## src/rtl/aud_tx_pkg.sv

```systemverilog
package aud_tx_pkg;

  typedef enum logic [2:0] {
    FMT_LJ   = 3'd0,
    FMT_I2S  = 3'd1,
    FMT_RJ   = 3'd2,
    FMT_DSPA = 3'd3,
    FMT_DSPB = 3'd4
  } fmtE;

  localparam int unsigned POS_W = 5;

  typedef struct packed {
    logic             fallEv;
    logic             loadPair;
    logic             active;
    logic             selRight;
    logic [POS_W-1:0] bitPos;
  } txStrobeT;

  function automatic logic [5:0] wordLen(input logic [1:0] code);
    case (code)
      2'd0:    return 6'd16;
      2'd1:    return 6'd20;
      2'd2:    return 6'd24;
      default: return 6'd32;
    endcase
  endfunction

endpackage

```

## src/rtl/aud_tx_ctrl.sv

```systemverilog
module aud_tx_ctrl
  import aud_tx_pkg::*;
#(
  parameter int unsigned CNT_W    = 8,
  parameter int unsigned SYNC_LEN = 2
) (
  input  logic       clk,
  input  logic       rstN,
  input  logic [2:0] cfgFmt,
  input  logic [1:0] cfgWlen,
  input  logic       bclkIn,
  input  logic       lrclkIn,
  output txStrobeT   strb,
  output logic       shortFlag
);

  localparam int unsigned EW = CNT_W + 1;

  logic [SYNC_LEN-1:0] bSh, lrSh;
  logic                bS, lrS, bDly, lrLast, seen;
  logic [CNT_W-1:0]    kCnt, kNext;
  logic [EW-1:0]       hLen, hUse, wb, need, periodLen, offset, kExt, jIdx, jw, limit;
  logic                isDsp, fallEv, anchor, lrRise, lrChg, fmtOk, rjOk, inWin;
  fmtE                 fmt;

  assign fmt = fmtE'(cfgFmt);
  assign bS  = bSh[SYNC_LEN-1];
  assign lrS = lrSh[SYNC_LEN-1];

  // input synchronisers for the external clocks
  always_ff @(posedge clk) begin
    if (!rstN) begin
      bSh  <= '0;
      lrSh <= '0;
    end else begin
      bSh[0]  <= bclkIn;
      lrSh[0] <= lrclkIn;
      for (int i = 1; i < SYNC_LEN; i++) begin
        bSh[i]  <= bSh[i-1];
        lrSh[i] <= lrSh[i-1];
      end
    end
  end

  always_comb begin
    isDsp     = (fmt == FMT_DSPA) || (fmt == FMT_DSPB);
    fallEv    = bDly & ~bS;
    lrRise    = lrS & ~lrLast;
    lrChg     = lrS ^ lrLast;
    anchor    = fallEv & (isDsp ? lrRise : lrChg);
    kNext     = anchor ? '0 : ((&kCnt) ? kCnt : kCnt + CNT_W'(1));
    wb        = EW'(wordLen(cfgWlen));
    need      = isDsp ? (wb << 1) : wb;
    periodLen = {1'b0, kCnt} + EW'(1);
    hUse      = (anchor && !isDsp) ? periodLen : hLen;
    rjOk      = (cfgWlen != 2'd3) && (hUse >= wb);
    fmtOk     = 1'b1;
    case (fmt)
      FMT_LJ, FMT_DSPB:  offset = '0;
      FMT_I2S, FMT_DSPA: offset = EW'(1);
      FMT_RJ: begin
        offset = hUse - wb;
        fmtOk  = rjOk;
      end
      default: begin
        offset = '0;
        fmtOk  = 1'b0;
      end
    endcase
    kExt  = {1'b0, kNext};
    jIdx  = kExt - offset;
    limit = isDsp ? (wb << 1) : wb;
    inWin = fmtOk && (kExt >= offset) && (jIdx < limit);
    jw    = (isDsp && jIdx >= wb) ? jIdx - wb : jIdx;

    strb.fallEv   = fallEv;
    strb.loadPair = fallEv & lrRise;
    strb.active   = inWin;
    strb.selRight = isDsp ? (jIdx >= wb) : ~lrS;
    strb.bitPos   = POS_W'(wb - EW'(1) - jw);
  end

  // frame position counter, half-length measurement, period check
  always_ff @(posedge clk) begin
    if (!rstN) begin
      bDly      <= 1'b0;
      lrLast    <= 1'b0;
      kCnt      <= '0;
      hLen      <= '0;
      seen      <= 1'b0;
      shortFlag <= 1'b0;
    end else begin
      bDly <= bS;
      if (fallEv) begin
        lrLast <= lrS;
        kCnt   <= kNext;
        if (anchor) begin
          seen <= 1'b1;
          if (!isDsp) hLen <= periodLen;
          if (seen && (periodLen < need)) shortFlag <= 1'b1;
        end
      end
    end
  end

endmodule

```

## src/rtl/aud_tx_dp.sv

```systemverilog
module aud_tx_dp
  import aud_tx_pkg::*;
#(
  parameter int unsigned SAMPLE_W = 32
) (
  input  logic                clk,
  input  logic                rstN,
  input  txStrobeT            strb,
  input  logic [SAMPLE_W-1:0] sampleL,
  input  logic [SAMPLE_W-1:0] sampleR,
  input  logic                sampleValid,
  output logic                sampleReady,
  output logic                sdataOut,
  output logic                underrunFlag
);

  logic [SAMPLE_W-1:0] pendL, pendR, curL, curR, nextL, nextR, word;
  logic                pendValid, accept, takePend;

  assign sampleReady = ~pendValid;
  assign accept      = sampleValid & ~pendValid;
  assign takePend    = strb.loadPair & pendValid;

  always_comb begin
    nextL = takePend ? pendL : curL;
    nextR = takePend ? pendR : curR;
    word  = strb.selRight ? nextR : nextL;
  end

  always_ff @(posedge clk) begin
    if (!rstN) begin
      pendL        <= '0;
      pendR        <= '0;
      pendValid    <= 1'b0;
      curL         <= '0;
      curR         <= '0;
      sdataOut     <= 1'b0;
      underrunFlag <= 1'b0;
    end else begin
      if (strb.loadPair) begin
        if (pendValid) pendValid    <= 1'b0;
        else           underrunFlag <= 1'b1;
      end
      if (accept) begin
        pendL     <= sampleL;
        pendR     <= sampleR;
        pendValid <= 1'b1;
      end
      curL <= nextL;
      curR <= nextR;
      if (strb.fallEv) sdataOut <= strb.active ? word[strb.bitPos] : 1'b0;
    end
  end

endmodule

```

## src/rtl/aud_tx_top.sv

```systemverilog
module aud_tx_top
  import aud_tx_pkg::*;
#(
  parameter int unsigned CNT_W    = 8,
  parameter int unsigned SYNC_LEN = 2
) (
  input  logic        clk,
  input  logic        rstN,
  input  logic [2:0]  cfgFmt,
  input  logic [1:0]  cfgWlen,
  input  logic        bclkIn,
  input  logic        lrclkIn,
  input  logic [31:0] sampleL,
  input  logic [31:0] sampleR,
  input  logic        sampleValid,
  output logic        sampleReady,
  output logic        sdataOut,
  output logic        underrunFlag,
  output logic        shortFlag
);

  txStrobeT strb;

  aud_tx_ctrl #(.CNT_W(CNT_W), .SYNC_LEN(SYNC_LEN)) ctrl_i (
    .clk(clk), .rstN(rstN), .cfgFmt(cfgFmt), .cfgWlen(cfgWlen),
    .bclkIn(bclkIn), .lrclkIn(lrclkIn), .strb(strb), .shortFlag(shortFlag)
  );

  aud_tx_dp #(.SAMPLE_W(32)) dp_i (
    .clk(clk), .rstN(rstN), .strb(strb), .sampleL(sampleL), .sampleR(sampleR),
    .sampleValid(sampleValid), .sampleReady(sampleReady),
    .sdataOut(sdataOut), .underrunFlag(underrunFlag)
  );

endmodule

```

## config.mk

```make
export PLATFORM = sky130hd
export DESIGN_NAME = aud_tx_top
export DESIGN_NICKNAME = d
export VERILOG_FILES = /design/src/rtl/aud_tx_pkg.sv /design/src/rtl/aud_tx_ctrl.sv /design/src/rtl/aud_tx_dp.sv /design/src/rtl/aud_tx_top.sv
export SDC_FILE = /design/constraint.sdc
export NUM_CORES = 1
export LEC_CHECK = 0
export ABC_AREA = 1
export BUFFER_PORTS_ARGS = -buffer_cell sky130_fd_sc_hd__buf_2
export CAP_MARGIN = 20
export CORE_MARGIN = 3
export CORE_UTILIZATION = 40
export CTS_BUF_LIST = sky130_fd_sc_hd__clkbuf_8
export DETAILED_ROUTE_END_ITERATION = 12
export GPL_ROUTABILITY_DRIVEN = 1
export PLACE_DENSITY = 0.59
export SYNTH_ARGS = -nofsm -noshare
export SYNTH_HDL_FRONTEND = slang
export SYNTH_SLANG_ARGS = --single-unit
```

## constraint.sdc

```tcl
create_clock -name clk -period 8.5 [get_ports clk]
set_clock_uncertainty 0.1 [all_clocks]
set_input_delay 1.7 -clock clk [delete_from_list [all_inputs] [get_ports clk]]
set_output_delay 1.7 -clock clk [all_outputs]
set_load 0.03 [all_outputs]
```

==> flow_summary.ini, run 1 <==
[floorplan]
core_region_area_um2 = 18330
die-area_um2 = 20780
io_pins = 78
die_y_um = 144.2
dieWidth_um = 144.2
rows = 49
start_util = 0.4165

[worst_setup_path]
crit_path_end_kind = flop
worst-path-max-fanout = 12
arrival_ps = 7070
cp-start-kind = primary input
rrSetupSlack_ps = 2470
r2r_cells = 33
worstPathRequired_ps = 8790
slowest_stage = fa_1
r2r_start = ctrl_i.lrSh[1]
worstSetupStartpoint = cfgFmt[0]
reg2reg_to = dp_i.sdataOut
worst-setup-path-type = in2reg
crit_end = dp_i.sdataOut
path_common_cell = nand3_1
cpPeakStageDelay_ps = 410

[synthesis]
synth_top_family_by_area = simple AND/OR/NAND/NOR gates
yosysWarnings = 0
syn_area_um2 = 7635
ys_ff_latch = 156
synth_cells = 1016
synthSimpleGateAreaFrac = 0.2635
synthMuxAreaShare = 0.08407
synth_xor_area_frac = 0.01262
syn_area_per_cell_um2 = 7.515
seq_area_frac_synth = 0.4090
synth_fa_ha_area_frac = 0.05637
synth_fp_nets = 1122
synth.distinct_cells = 43
synth-compound-area-share = 0.1010

[timing]
setup_tns_ps = 0
period_minus_slack_ps = 6772
tightest_slew_ps = 1099
hold_viol_final = 0
drv_slew = 0
fin_crit_sh = 0.7967
fmax_mhz = 147.7
rsz0062_at_grt = false
setup_violations = 0
slew_headroom = 0.2672

[cells_and_area]
antenna-diode-count = 0
area_growth_pct = 11.82
seqCellArea_um2 = 3123
layout.nets = 1173
multiInputGateArea_um2 = 3966
fillCellCount = 1884
drive_gt1_frac = 0.1380

[clock_network]
htree_levels = 4
cts-resized-gates = 0
clockBufferDepth = 2
cts_tree = done
clkTransAtPathRegs_ps = 100
root_buffer = clkbuf_8
numCtsBuffers = 17
clock_latency_ps = 460
cts_hold_buffers = 0
cts_sinks = 156
cts_setup_buffers = 0

[grt]
grt_pass1_vias = 6154
grt_pass1_wl_um = 30550
overflow = 0
grt.total_usage = 0.1856
grt_max_degree = 81
antenna_found_initial = 0

[pwr]
ir_drop_uv = 98.60
p_total_mw = 1.600
power_density_nw_per_um2 = 187.4
p_leak_nw = 4.452

[hold_path]
hp-class = reg2reg
holdPathStages = 2

[placement]
io_buffers = 77
hpwl_um = 14000
gp_congestion = 0.9624

[route]
drc = 0
viasPerCell = 5.016
ant_nets = 0
post_drt_wl_per_cell_um = 14.24
vias = 6566
drt_pass1_iterations = 5
drt_wl_total_um = 18640
drtIter0Drc = 395

[flow_run]
drv_cap = 0

[outcome]
status = finished clean
worst min path at each step:
stage                    from        endpoint  slack, ps
2_1_floorplan   ctrl_i.bSh[0]   ctrl_i.bSh[1]        290
3_3_place_gp   ctrl_i.lrSh[0]  ctrl_i.lrSh[1]        300
3_5_place_dp   ctrl_i.lrSh[0]  ctrl_i.lrSh[1]        300
4_1_cts        ctrl_i.lrSh[0]  ctrl_i.lrSh[1]        320
5_1_grt         ctrl_i.bSh[0]   ctrl_i.bSh[1]        340
6_report        ctrl_i.bSh[0]   ctrl_i.bSh[1]        320
area by class of cell:
| type | instances | share of cell area |
|---|---|---|
| repair buffers | 84 | 0.05276 |
| well taps | 229 | 0.03356 |
| inverters | 87 | 0.03825 |
| clock buffers | 17 | 0.02741 |
| multi-input cells | 721 | 0.4646 |
| clock inverters | 15 | 0.01759 |
| flip-flops and latches | 156 | 0.3658 |
cells in the mapped netlist, drive strengths merged:
cell type  count  area share
o31ai          1     0.00098
inv           86       0.042
o211ai         3      0.0029
a21oi         33       0.022
a221oi         2      0.0023
dfxtp        156        0.41
fa             4       0.010
o2111a         1      0.0015
buf           15       0.012
mux2           1      0.0015
nor4           1     0.00082
nand3         99       0.068
xnor2          5      0.0057
nand2        125       0.064
nor2         224        0.11
a21o           1     0.00098
mux2i         63       0.083
nand4          8      0.0093
ha            28       0.046
xor2           6      0.0069
or2            9      0.0074
o22ai          1     0.00082
a211oi         3      0.0029
nor3           4      0.0026
a2111oi        1      0.0011
o21ai         95       0.063
clkbuf        37       0.018
clkinv         1     0.00049
a31oi          3      0.0025
per-stage QoR:
| step | cell area [um^2] | setup WS (ps) | std cells | utilization | hold WS [ps] |
|---|---|---|---|---|---|
| after floorplan | 7635 | 1579 | 1016 | - | 290.5 |
| after global placement | 8133 | 1402 | 1276 | 0.4437 | 303.6 |
| after global routing | 8537 | 1185 | 1309 | 0.4657 | 341.5 |
| after CTS | 8517 | 1751 | 1308 | 0.4646 | 323.0 |
| final | 8537 | 1728 | 1309 | 0.4657 | 318.1 |
| after detailed placement | 8133 | 1292 | 1276 | 0.4437 | 300.1 |
critical path: cells and delay by family:
family,cells,cell delay (ps)
compound gates,3,540
buf+inv,4,370
xor+xnor,3,700
fa+ha+maj,6,1830
mux,1,180
simple gates,16,1740
layer usage:
| layer | GRT usage | up-vias | wire, um |
|---|---|---|---|
| met5 | 0 | - | 0 |
| met4 | 0.05842 | 0 | 436 |
| met1 | 0.2449 | 2964 | 8627 |
| met2 | 0.3070 | 146 | 8864 |
| li1 | - | 3424 | - |
| met3 | 0.03737 | 32 | 714 |
cell families (layout without fill, tap and decap cells):
family	after synthesis	after routing
multiplexers	64	64
AND/OR/NAND/NOR	470	470
buffers and inverters	139	203
flip-flops	156	156
XOR/XNOR	11	11
AO/OA/AOI/OAI	144	144
adder cells (fa/ha/maj)	32	32
flip-flops by register name (all words and copies together), names as in the netlist, 2 cells and up:
name,cells
dp_i.curL,32
dp_i.curR,32
dp_i.pendL,32
dp_i.pendR,32
ctrl_i.hLen,9
ctrl_i.kCnt,8
ctrl_i.bSh,2
ctrl_i.lrSh,2
report_power, final:
part | total [mW] | internal (mW) | switching, mW
clock | 0.550 | 0.243 | 0.307
sequential | 0.775 | 0.757 | 0.0171
combinational | 0.276 | 0.101 | 0.175
total | 1.60 | 1.10 | 0.499
cell usage in the layout, fill, tap and decap left out, drive strengths merged:
master | synthesis | layout
a31oi | 3 | 3
dfxtp | 156 | 156
o2111a | 1 | 1
o21ai | 95 | 95
bufinv | 0 | 1
nor2 | 224 | 224
nor4 | 1 | 1
o211ai | 3 | 3
clkinvlp | 0 | 1
nand2 | 125 | 125
xor2 | 6 | 6
nand3 | 99 | 99
o22ai | 1 | 1
nor3 | 4 | 4
mux2i | 63 | 63
clkinv | 1 | 3
a221oi | 2 | 2
ha | 28 | 28
buf | 15 | 84
a21oi | 33 | 33
o31ai | 1 | 1
mux2 | 1 | 1
xnor2 | 5 | 5
inv | 86 | 97
fa | 4 | 4
a211oi | 3 | 3
a21o | 1 | 1
or2 | 9 | 9
a2111oi | 1 | 1
clkbuf | 37 | 17
nand4 | 8 | 8
Power figures use the tool's default switching activity.
==> inputs of run 2 (changes only) <==
--- a/config.mk
+++ b/config.mk
@@ -13,7 +13,7 @@
 export CTS_BUF_LIST = sky130_fd_sc_hd__clkbuf_8
 export DETAILED_ROUTE_END_ITERATION = 12
 export GPL_ROUTABILITY_DRIVEN = 1
-export PLACE_DENSITY = 0.59
+export PLACE_DENSITY = 0.61
 export SYNTH_ARGS = -nofsm -noshare
 export SYNTH_HDL_FRONTEND = slang
 export SYNTH_SLANG_ARGS = --single-unit
==> constraint.sdc (replaced) <==
create_clock -name clk -period 6 [get_ports clk]
set_clock_uncertainty 0.1 [all_clocks]
set_input_delay 1.2 -clock clk [delete_from_list [all_inputs] [get_ports clk]]
set_output_delay 1.2 -clock clk [all_outputs]
set_load 0.03 [all_outputs]
==> run 2 against run 1 <==
Setup slack worse by 1400 ps. Power up 44%. Critical path type unchanged. Critical endpoint unchanged. Utilization up 2.2 points. Register-to-register slack worse by 1900 ps. Largest cell class unchanged. Design area up 4.6%.
==> flow_summary.ini, run 2 (same netlist as run 1, synthesis figures left out) <==
[outcome]
status = finished clean

[route]
met3WireLength_um = 571
drc = 0
drt_pass1_iterations = 6
drtIter0Drc = 358
vias = 6733
viasPerCell = 4.995
ant_nets = 0
top_layer = met4
wl_met1_um = 9071
post_drt_wl_per_cell_um = 14.52
drt_wl_total_um = 19570
met2WireLength_um = 9403

[floorplan]
die-area_um2 = 20780
dieWidth_um = 144.2
rows = 49
core_region_area_um2 = 18330
io_pins = 78
die_y_um = 144.2
start_util = 0.4165

[clock_network]
numCtsBuffers = 17
clock_latency_ps = 450
root_buffer = clkbuf_8
htree_levels = 4
clockBufferDepth = 2
clkTransAtPathRegs_ps = 100
cts_sinks = 156
cts_hold_buffers = 0
cts_tree = done

[placement]
dp_cells = 1315
hpwl_um = 14670
dpl_cell_area_um2 = 8514
io_buffers = 77
gp_congestion = 0.9174

[pwr]
ir_drop_uv = 138.2
sw_frac_of_total = 0.3172
p_int_mw = 1.572
power_frac_seq = 0.477
pwr-share-clk = 0.327
p_leak_nw = 4.660
p_comb_frac = 0.196
p_switching_uw = 729.9
power_density_nw_per_um2 = 257.6

[cells_and_area]
layout.cells.non_filler = 1348
final_area_um2 = 8934
final_common_cell = nor2_1
fillCellCount = 1884
final_cell_mix = nor2_1, dfxtp_1, nand2_1, nand3_1, o21ai_0
layout.nets = 1213
antenna-diode-count = 0
area_growth_pct = 17.01
drive_gt1_frac = 0.1823

[worst_setup_path]
crit_path_end_kind = flop
path_common_cell = nand3_1
cp-start-kind = primary input
worst-path-max-fanout = 6
slowest_stage = fa_1
worstPathRequired_ps = 6290
worst-setup-path-type = in2reg
arrival_ps = 5920
cpPeakStageDelay_ps = 410

[grt]
grt_pass1_wl_um = 31770
antenna_found_initial = 0
overflow = 0
grt_pass1_vias = 6396
grt_max_degree = 78
grt.total_usage = 0.1923

[timing]
period_minus_slack_ps = 5632
slew_headroom = 0.3659
rsz0062_at_grt = false
fin_crit_sh = 0.9387
setup_violations = 0
hold_viol_final = 0
drv_slew = 0
tightest_slew_ps = 951.1
fmax_mhz = 177.5

[hold_path]
hp-class = reg2reg

[flow_run]
drv_cap = 0
run 2: cell count changes in the layout (fill, tap and decap cells not counted), moves of 2 or more:
cell / before / now
nor2_1: 221 / 219
inv_1: 84 / 80
xnor2_1: 5 / 3
ha_1: 28 / 25
o21ai_0: 92 / 90
xnor2_2: 0 / 2
buf_12: 1 / 3
buf_4: 6 / 44
ha_4: 0 / 2
inv_6: 7 / 5
inv_2: 3 / 5
run 2: repair_timing:
| item | CTS | global route |
|---|---|---|
| resized for setup | 0 | 5 |
| endpoints found under the setup margin | 0 | 1 |
| buffers inserted | 0 | 1 |
run 2: routing by layer:
layer  vias to the layer above  GRT usage
met1                      3074     0.2451
met4                         0    0.06775
li1                       3504          -
met3                        34    0.03505
met5                         -          0
met2                       121     0.3273
run 2: final timing paths:
path | start | end | slack, ps | depth (start not counted)
setup reg to reg | ctrl_i.lrLast | dp_i.sdataOut | 560 | 32
hold reg to reg | ctrl_i.bSh[0] | ctrl_i.bSh[1] | 340 | 2
hold / removal | ctrl_i.bSh[0] | ctrl_i.bSh[1] | 340 | 2
setup / recovery | cfgFmt[0] | dp_i.sdataOut | 370 | 33
run 2: worst max-delay path: cells and delay by family:
kind                     cells  cell delay (ps)
buffers and inverters        4              310
AND/OR/NAND/NOR             16             1480
adder cells (fa/ha/maj)      6             1700
XOR/XNOR                     3              600
multiplexers                 1              170
AO/OA/AOI/OAI                3              470
run 2: cell type report:
type                    instances  area (um^2)  share of cell area
multi-input cells             721         4048              0.4531
flip-flops and latches        156         3123              0.3496
repair buffers                124        775.7             0.08683
inverters                      87        329.1             0.03683
well taps                     229        286.5             0.03207
clock buffers                  18        247.7             0.02773
clock inverters                13        123.9             0.01387
run 2: power groups by stage:
stage               clock, mW  combinational [mW]  sequential [mW]
detailed placement          0               0.443             1.12
global placement            0               0.440             1.12
finish                  0.752               0.452             1.10
floorplan                   0               0.303             1.11
global route            0.820               0.513             1.10
CTS                     0.775               0.447             1.10
run 2: metrics by stage:
step	TNS (ps)	power, mW	util	setup WS, ps	hold slack [ps]
floorplan	-59.59	1.415	-	-59.59	290.5
global placement	0	1.561	0.4645	19.51	308.2
detailed placement	-121.3	1.566	0.4645	-121.3	304.4
CTS	0	2.319	0.4847	341.2	343.6
global route	0	2.435	0.4873	3.933	350.8
finish	0	2.302	0.4873	367.7	338.6
==> inputs of run 3 (changes only) <==
--- a/config.mk
+++ b/config.mk
@@ -5,7 +5,6 @@
 export SDC_FILE = /design/constraint.sdc
 export NUM_CORES = 1
 export LEC_CHECK = 0
-export ABC_AREA = 1
 export BUFFER_PORTS_ARGS = -buffer_cell sky130_fd_sc_hd__buf_2
 export CAP_MARGIN = 20
 export CORE_MARGIN = 3
==> run 3 against run 2 <==
The flow now finishes with violations (setup timing). Critical path depth is 6 lower. Sequential share of layout area is 4.9 points lower. Synthesized cell count is 1.9% higher. Routed wire length is 19% higher. Critical endpoint unchanged.
==> flow_summary.ini, run 3 <==
[synthesis]
netlist_top_cells_count = nand2_1, dfxtp_1, a21boi_0
synth.most_common_cell = nand2_1
yosysWarnings = 0
seq_area_frac_synth = 0.3770
synth-edff-count = 0
syn_area_um2 = 8283
synth_cells = 1035
yosys-top-cells-area = dfxtp_1, nand2_1, a21boi_0
syn_area_per_cell_um2 = 8.003
yosys.area.top_type = dfxtp_1
synth.distinct_cells = 70
synthFlopType = dfxtp_1
synth_fp_nets = 1141
synth.top_cell.area_share = 0.3770
ys_ff_latch = 156
synthArstFlopShare = 0

[timing]
setup_tns_ps = -261.1
setup_violations = 1
rsz0062_at_grt = true
layout_setup_ws_ps = -261.1
tightest_slew_ps = 820.2
slew_headroom = 0.4532
period_minus_slack_ps = 6261
drv_slew = 0
hold_viol_final = 0
fmax_mhz = 159.7
fin_crit_sh = 1.044

[route]
drc = 0
vias = 7677
drtIter0Drc = 498
drt_wl_total_um = 23290
ant_nets = 0
viasPerCell = 5.230
drt_pass1_iterations = 5
post_drt_wl_per_cell_um = 15.87

[grt]
use_met2 = 0.3381
grt_pass1_wl_um = 37860
busiest_layer = met2
grt.met1_usage = 0.2873
grt_max_degree = 85
grt_pass1_vias = 7290
overflow = 0
grt.total_usage = 0.2129
antenna_found_initial = 0
grtUsageMet3 = 0.04058

[cells_and_area]
final_common_cell = nand2_1
area_growth_pct = 25.47
final_area_um2 = 10390
final_cell_mix = nand2_1, dfxtp_1, a21boi_0, buf_4, buf_2
drive_gt1_frac = 0.2321
fillCellCount = 2052
antenna-diode-count = 0
layout.nets = 1291

[clock_network]
htree_levels = 4
clockBufferDepth = 2
numCtsBuffers = 17
cts_tree = done
clock_latency_ps = 480
root_buffer = clkbuf_8
cts_sinks = 156
clkTransAtPathRegs_ps = 100

[floorplan]
rows = 52
die_y_um = 149.9
dieWidth_um = 149.9
start_util = 0.4080
core_region_area_um2 = 20300
die-area_um2 = 22470
io_pins = 78

[hold_path]
hp-class = reg2reg

[pwr]
p_leak_nw = 4.235
power_density_nw_per_um2 = 228.9
ir_drop_uv = 150.0

[worst_setup_path]
worst-setup-path-type = in2reg
cp-start-kind = primary input
worstPathRequired_ps = 6300
path_common_cell = ha_4
crit_path_end_kind = flop
cpPeakStageDelay_ps = 440
slowest_stage = fa_2
worst-path-max-fanout = 4
arrival_ps = 6560

[flow_run]
drv_cap = 0

[placement]
dp_slack_ps = -801.5
gp_congestion = 0.9045
dpl_cell_area_um2 = 9686
hpwl_um = 16820
io_buffers = 77

[outcome]
violations = setup timing
status = finished, violations left
[run 3: cell types whose count changed in the layout (fill, tap and decap cells not counted), moves of 17 or more]
| cell | previous run | this run |
|---|---|---|
| a21boi_0 | 0 | 115 |
| and2_1 | 0 | 17 |
| buf_4 | 44 | 113 |
| inv_1 | 80 | 17 |
| mux2i_1 | 63 | 32 |
| nand2_1 | 116 | 288 |
| nand3_1 | 93 | 27 |
| nor2_1 | 219 | 32 |
| nor2b_1 | 0 | 28 |
| o21ai_0 | 90 | 16 |
[run 3: cell type report]
cell class	count	area [um^2]	share of cell area
tap	270	337.8	0.03251
clock buffer	18	247.7	0.02384
inverter	19	72.57	0.006983
sequential	156	3123	0.3005
timing repair buffer	191	1296	0.1247
clock inverter	14	192.7	0.01854
multi-input combinational	800	5122	0.4929
[run 3: what timing repair did]
action                                 CTS  global route
setup endpoints to repair                1             1
pin swaps                               15            16
buffers inserted                         6             3
hold buffers                             0             0
gates resized for setup                 10            27
endpoints found under the hold margin    0             0
[run 3: logic make-up (layout without fill, tap and decap cells)]
logic type,count (synthesis),after routing,share of synthesized area
flip-flops,156,156,0.3770
AND/OR/NAND/NOR,466,466,0.2544
AO/OA/AOI/OAI,246,246,0.2083
multiplexers,38,38,0.04955
adder cells (fa/ha/maj),32,32,0.05196
buffers and inverters,79,242,0.03973
XOR/XNOR,18,18,0.01903
[run 3: path summary, 6_finish.rpt]
path                                    start             to  slack (ps)  cells after the start
worst max-delay path                cfgFmt[0]  dp_i.sdataOut        -260                     27
worst max register to register  ctrl_i.lrLast  dp_i.sdataOut          50                     27
worst min-delay path            ctrl_i.bSh[0]  ctrl_i.bSh[1]         350                      1
worst min register to register  ctrl_i.bSh[0]  ctrl_i.bSh[1]         350                      1
[run 3: per-stage QoR]
stage               std cells  power (mW)  hold WS (ps)    util
finish                   1468       2.379         349.5  0.5120
global placement         1427       1.472         328.1  0.4771
detailed placement       1427       1.474         327.6  0.4771
floorplan                1035       1.321         311.9       -
global route             1468       2.495         381.4  0.5120
CTS                      1465       2.387         350.8  0.5038
[run 3: critical path, delay by kind of cell]
| kind | cells | cell delay, ps |
|---|---|---|
| AO/OA/AOI/OAI | 9 | 1010 |
| XOR/XNOR | 1 | 150 |
| adder cells (fa/ha/maj) | 6 | 1830 |
| buffers and inverters | 3 | 320 |
| multiplexers | 1 | 330 |
| AND/OR/NAND/NOR | 7 | 1730 |
[run 3: where the power goes]
group          total [mW]  switching [mW]  internal [mW]
Clock               0.895           0.455          0.439
Combinational       0.402           0.206          0.196
Sequential           1.08          0.0204           1.06
[run 3: metal layers]
metal  up-vias  wire length, um
li1       3855                -
met2       213            10820
met1      3573            10750
met4         0              573
met3        36             1150
met5         -                0
